==> config.mk <==
export PLATFORM = sky130hd
export DESIGN_NAME = irq_collector
export DESIGN_NICKNAME = d
export VERILOG_FILES = /design/src/rtl/irq_collector_pkg.sv /design/src/rtl/irq_bus_split.sv /design/src/rtl/irq_ctl_regs.sv /design/src/rtl/irq_flag_bank.sv /design/src/rtl/irq_wake_ctl.sv /design/src/rtl/irq_collector.sv
export SDC_FILE = /design/constraint.sdc
export NUM_CORES = 1
export LEC_CHECK = 0
export ABC_AREA = 1
export BUFFER_PORTS_ARGS = -buffer_cell sky130_fd_sc_hd__buf_4
export CAP_MARGIN = 20
export CORE_ASPECT_RATIO = 1.25
export CORE_MARGIN = 2
export CORE_UTILIZATION = 33
export CTS_CLUSTER_SIZE = 14
export DETAILED_ROUTE_END_ITERATION = 10
export REMOVE_ABC_BUFFERS = 1
export SETUP_SLACK_MARGIN = 0.5
export SLEW_MARGIN = 20
export SYNTH_ARGS = -nofsm -noshare
export SYNTH_HDL_FRONTEND = slang
export SYNTH_SLANG_ARGS = --single-unit
==> constraint.sdc <==
create_clock -name clk -period 5.7 [get_ports clk]
set_clock_uncertainty 0.2 [all_clocks]
set_input_delay 0.855 -clock clk [delete_from_list [all_inputs] [get_ports clk]]
set_output_delay 0.855 -clock clk [all_outputs]
set_load 0.05 [all_outputs]
==> src/rtl/irq_collector_pkg.sv <==
package irq_collector_pkg;

    localparam int HALF_W = 16;
    localparam int ADDR_W = 3;
    localparam int NSRC   = 2 * HALF_W;

    typedef enum logic [ADDR_W-1:0] {
        RA_MASTER  = 3'd0,
        RA_MASK_LO = 3'd1,
        RA_MASK_HI = 3'd2,
        RA_FLAG_LO = 3'd3,
        RA_FLAG_HI = 3'd4
    } reg_sel_e;

    typedef struct packed {
        logic              en;
        logic [ADDR_W-1:0] addr;
        logic [HALF_W-1:0] data;
    } half_wr_t;

    function automatic logic half_hits(half_wr_t w, reg_sel_e sel);
        return w.en && (w.addr == sel);
    endfunction

    function automatic logic [HALF_W-1:0] half_data_for(half_wr_t w, reg_sel_e sel);
        return half_hits(w, sel) ? w.data : '0;
    endfunction

endpackage

==> src/rtl/irq_bus_split.sv <==
module irq_bus_split
    import irq_collector_pkg::*;
(
    input  logic                  wr,
    input  logic                  wide,
    input  logic [ADDR_W-1:0]     addr,
    input  logic [2*HALF_W-1:0]   wdata,
    output half_wr_t              lo_wr,
    output half_wr_t              hi_wr
);
    localparam logic [ADDR_W-1:0] LAST_ADDR = '1;

    always_comb begin
        lo_wr.en   = wr;
        lo_wr.addr = addr;
        lo_wr.data = wdata[HALF_W-1:0];
        // upper half goes to the next halfword; none exists past the top
        hi_wr.en   = wr && wide && (addr != LAST_ADDR);
        hi_wr.addr = addr + ADDR_W'(1);
        hi_wr.data = wdata[2*HALF_W-1:HALF_W];
    end
endmodule

==> src/rtl/irq_ctl_regs.sv <==
module irq_ctl_regs
    import irq_collector_pkg::*;
(
    input  logic              clk,
    input  logic              rst,
    input  half_wr_t          lo_wr,
    input  half_wr_t          hi_wr,
    output logic [HALF_W-1:0] master,
    output logic [NSRC-1:0]   mask
);
    always_ff @(posedge clk) begin
        if (rst)                          master <= '0;
        else if (half_hits(lo_wr, RA_MASTER)) master <= lo_wr.data;
    end

    for (genvar h = 0; h < 2; h++) begin : g_mask_half
        localparam reg_sel_e SEL = (h == 0) ? RA_MASK_LO : RA_MASK_HI;
        always_ff @(posedge clk) begin
            if (rst)
                mask[h*HALF_W +: HALF_W] <= '0;
            else if (half_hits(hi_wr, SEL))
                mask[h*HALF_W +: HALF_W] <= hi_wr.data;
            else if (half_hits(lo_wr, SEL))
                mask[h*HALF_W +: HALF_W] <= lo_wr.data;
        end
    end

    a_r7_master_holds: assert property (@(posedge clk) disable iff (rst)
        !half_hits(lo_wr, RA_MASTER) |=> $stable(master));
endmodule

==> src/rtl/irq_flag_bank.sv <==
module irq_flag_bank
    import irq_collector_pkg::*;
(
    input  logic            clk,
    input  logic            rst,
    input  logic [NSRC-1:0] src_req,
    input  half_wr_t        lo_wr,
    input  half_wr_t        hi_wr,
    output logic [NSRC-1:0] flag
);
    logic [NSRC-1:0] clr;

    for (genvar h = 0; h < 2; h++) begin : g_flag_half
        localparam reg_sel_e SEL = (h == 0) ? RA_FLAG_LO : RA_FLAG_HI;
        assign clr[h*HALF_W +: HALF_W] = half_data_for(lo_wr, SEL) | half_data_for(hi_wr, SEL);
        always_ff @(posedge clk) begin
            if (rst)
                flag[h*HALF_W +: HALF_W] <= '0;
            else
                flag[h*HALF_W +: HALF_W] <= (flag[h*HALF_W +: HALF_W] & ~clr[h*HALF_W +: HALF_W])
                                          | src_req[h*HALF_W +: HALF_W];
        end
    end

    a_r2_req_sets_flag: assert property (@(posedge clk) disable iff (rst)
        (src_req != '0) |=> ((flag & $past(src_req)) == $past(src_req)));

    a_r3_change_has_cause: assert property (@(posedge clk) disable iff (rst)
        1'b1 |=> (((flag ^ $past(flag)) & ~$past(src_req) & ~$past(clr)) == '0));
endmodule

==> src/rtl/irq_wake_ctl.sv <==
module irq_wake_ctl
    import irq_collector_pkg::*;
(
    input  logic            clk,
    input  logic            rst,
    input  logic [NSRC-1:0] src_req,
    input  logic            halt_strobe,
    output logic            cpu_halted,
    output logic            wake
);
    logic any_req;
    assign any_req = |src_req;

    always_ff @(posedge clk) begin
        if (rst) begin
            cpu_halted <= 1'b0;
            wake       <= 1'b0;
        end else begin
            wake <= any_req;
            if (any_req)          cpu_halted <= 1'b0;
            else if (halt_strobe) cpu_halted <= 1'b1;
        end
    end

    a_r9_req_releases_halt: assert property (@(posedge clk) disable iff (rst)
        any_req |=> !cpu_halted);
    a_r9_strobe_halts: assert property (@(posedge clk) disable iff (rst)
        (halt_strobe && !any_req) |=> cpu_halted);
    a_r10_wake_follows_req: assert property (@(posedge clk) disable iff (rst)
        any_req |=> wake);
    a_r10_no_spurious_wake: assert property (@(posedge clk) disable iff (rst)
        !any_req |=> !wake);
endmodule

==> src/rtl/irq_collector.sv <==
module irq_collector
    import irq_collector_pkg::*;
(
    input  logic                clk,
    input  logic                rst,
    input  logic [31:0]         src_req,
    input  logic                halt_strobe,
    input  logic                reg_wr,
    input  logic                reg_wide,
    input  logic [2:0]          reg_addr,
    input  logic [31:0]         reg_wdata,
    output logic [15:0]         reg_rdata,
    output logic                irq_out,
    output logic                cpu_halted,
    output logic                wake
);
    half_wr_t          lo_wr, hi_wr;
    logic [HALF_W-1:0] master;
    logic [NSRC-1:0]   mask;
    logic [NSRC-1:0]   flag;

    irq_bus_split u_split (
        .wr(reg_wr), .wide(reg_wide), .addr(reg_addr), .wdata(reg_wdata),
        .lo_wr(lo_wr), .hi_wr(hi_wr)
    );

    irq_ctl_regs u_ctl (
        .clk(clk), .rst(rst), .lo_wr(lo_wr), .hi_wr(hi_wr),
        .master(master), .mask(mask)
    );

    irq_flag_bank u_flags (
        .clk(clk), .rst(rst), .src_req(src_req), .lo_wr(lo_wr), .hi_wr(hi_wr),
        .flag(flag)
    );

    irq_wake_ctl u_wake (
        .clk(clk), .rst(rst), .src_req(src_req), .halt_strobe(halt_strobe),
        .cpu_halted(cpu_halted), .wake(wake)
    );

    always_ff @(posedge clk) begin
        if (rst) irq_out <= 1'b0;
        else     irq_out <= (master != '0) && ((mask & flag) != '0);
    end

    always_comb begin
        case (reg_addr)
            RA_MASTER:  reg_rdata = master;
            RA_MASK_LO: reg_rdata = mask[HALF_W-1:0];
            RA_MASK_HI: reg_rdata = mask[NSRC-1:HALF_W];
            RA_FLAG_LO: reg_rdata = flag[HALF_W-1:0];
            RA_FLAG_HI: reg_rdata = flag[NSRC-1:HALF_W];
            default:    reg_rdata = '0;
        endcase
    end

    a_r4_irq_tracks_state: assert property (@(posedge clk) disable iff (rst)
        1'b1 |=> (irq_out == (($past(master) != '0) && (($past(mask) & $past(flag)) != '0))));
    a_r6_masked_stays_quiet: assert property (@(posedge clk) disable iff (rst)
        ((mask & flag) == '0) |=> !irq_out);
endmodule

==> out/metrics.cfg <==
[run_status]
status=finished clean

[route]
drc=0
num_vias=5397
drtAntennaViolNets=0
first_iter_violations=382
routedWlPerCell_um=18.9
viasPerCell=5.48
dr.pass1.iters=5
drt_wl_total_um=18600

[setup_path]
cp.required_ns=4.64
setup.worst_path.end_class=primary output
crit_chain=buf_4, inv_2, ha_1, a22oi_1, nand4_1, buf_4
start_kind=primary input
crit_fanout=19
crit_slowest_cell=ha_1
cp_common_cell=buf_4
critPathMaxStageDelay_ns=0.81
crit_arrival_ns=2.68
worstSetupPathType=primary input to primary output

[logic_synthesis]
synth_ff_type=dfxtp_1
async_reset_ff_share_pct=0
syn_area_per_cell_um2=6.49
synth_edf_count=0
syn_area_um2=4810
ys_warn_count=0
synth.distinct_cells=25
synthesis.instances=741
synth-seq-cells=83
ys_seq_area_share_pct=34.5

[clock_network]
root_buffer=clkbuf_16
cts_resized=0
cts_tree=built
cts_sinks=83
path_clk_slew_ns=0.06
clk_path_buf_depth=2
post_cts_buffers=0
cts_buffers=9
clk_latency_ns=0.35
htreeDepth=3
postCtsHoldBufs=0

[sta]
fin_crit_ns=3.73
max_freq_mhz=268
finalHoldViolCount=0
fin_setup_tns_ns=0
slew-limit-headroom_pct=28.1
worst_pin_slew_ns=1.08
drv_slew=0
finalSetupViolCount=0
finalCritPeriodShare_pct=65.5
rsz0062_at_grt=no

[grt]
overflow=0
grt_max_degree=63
antenna_found_initial=0
grt_pass1_wl_um=28500
grt_pass1_vias=5094
gr-usage-all-layers_pct=23.5

[finish]
stdcell_area_um2=5830
nFillCells=1597
fin_nets=875
area_growth_pct=21.3
finalNonFillerCells=984
drive_gt1_share_pct=15.5
num_antenna_cells=0

[die]
floorplan.die.width_um=112
io_pins=91
core_um2=14300
dieArea_um2=15600
start_util_pct=33.5
rows=49
die_h_um=139

[placed_design]
dpl_cell_area_um2=5510
dp_cells=968
io_buffers=90
gp_congestion=0.869
dp_hpwl_um=12600

[pwr]
p_leak_nw=2.59
fin_total_pwr_mw=1.54
ir_worst_vdd_mv=0.113
p_per_area_nw_per_um2=265

[run]
maxCapViolations=0

[worst_hold_path]
hp-class=flip-flop to flip-flop

[final timing paths]
| kind | from | endpoint | slack, ns | cells after the start |
|---|---|---|---|---|
| worst max-delay path | reg_addr[2] | reg_rdata[11] | 1.97 | 6 |
| worst min-delay path | u_ctl.master[0] | u_ctl.master[0] | 0.28 | 2 |
| worst max register to register | u_flags.flag[14] | irq_out | 4.43 | 6 |
| worst min register to register | u_ctl.master[0] | u_ctl.master[0] | 0.28 | 2 |
[cells in the final DEF (no fill, tap or decap), drive strengths merged]
cell | Yosys | final
ha | 2 | 2
a22oi | 12 | 12
clkbuf | 17 | 11
nor3 | 1 | 1
nand3 | 163 | 163
bufinv | 0 | 2
nand2 | 152 | 152
dfxtp | 83 | 83
o21bai | 14 | 14
inv | 96 | 96
nor2 | 30 | 30
a21oi | 75 | 75
clkinv | 0 | 3
nor4 | 3 | 3
buf | 25 | 91
nand4 | 35 | 35
o21ai | 33 | 33
[registers in the layout, summed over array words and instances, names as in the netlist]
name               flops
irq_out                1
u_ctl.mask            32
u_ctl.master          16
u_flags.flag          32
u_wake.cpu_halted      1
u_wake.wake            1
[critical path, delay by kind of cell]
kind | cells | cell delay [ns]
compound gates | 1 | 0.22
fa+ha+maj | 1 | 0.81
buf+inv | 3 | 0.59
simple gates | 1 | 0.18
[where the power goes]
group | switching, mW | internal (mW)
combinational | 0.169 | 0.0871
clock | 0.250 | 0.406
sequential | 0.0214 | 0.609
[area by class of cell]
type                            count  area (um2)  area share (%)
Sequential cell                    83        1660            28.5
Multi-Input combinational cell    520        2580            44.2
Clock inverter                      5        75.1            1.29
Timing Repair Buffer               91         683            11.7
Tap cell                          178         223            3.82
Clock buffer                       11         253            4.33
Inverter                           96         360            6.18
[per-stage QoR]
step	worst slack, ns	hold WS, ns	utilization (%)
after global placement	1.94	0.259	38.4
after floorplan	2.58	0.245	-
after global routing	1.81	0.296	40.7
after detailed placement	1.89	0.268	38.4
after CTS	1.99	0.278	40.7
final	1.97	0.280	40.7
[per-layer routing]
metal / vias up / share of wire [%] / track usage [%] / routed length, um
li1: 2610 / - / - / -
met1: 2522 / 41 / 30.0 / 7610
met2: 224 / 50 / 40.2 / 9240
met3: 41 / 6.4 / 3.06 / 1180
met4: 0 / 2.8 / 9.11 / 517
met5: - / 0 / 0 / 0
[synth_stat cells (4+ instances only)]
library cell | n | share of area, %
a22oi_1 | 12 | 1.9
o21ai_0 | 33 | 3.4
nand2_1 | 147 | 11
a21oi_1 | 75 | 7.8
buf_2 | 17 | 1.8
dfxtp_1 | 83 | 35
nand3_1 | 162 | 17
nand4_1 | 34 | 4.4
clkbuf_1 | 17 | 1.3
inv_2 | 4 | 0.31
nor2_1 | 25 | 2.0
buf_4 | 5 | 0.78
inv_1 | 92 | 7.2
o21bai_1 | 14 | 2.2
[cell families after synthesis]
kind of cell,count (synthesis),share of synthesized area (%)
compound gates,134,15.3
fa+ha+maj,2,0.520
buf+inv,138,11.9
flops,83,34.5
simple gates,384,37.7
No activity file was read; power rests on OpenSTA's default activity.
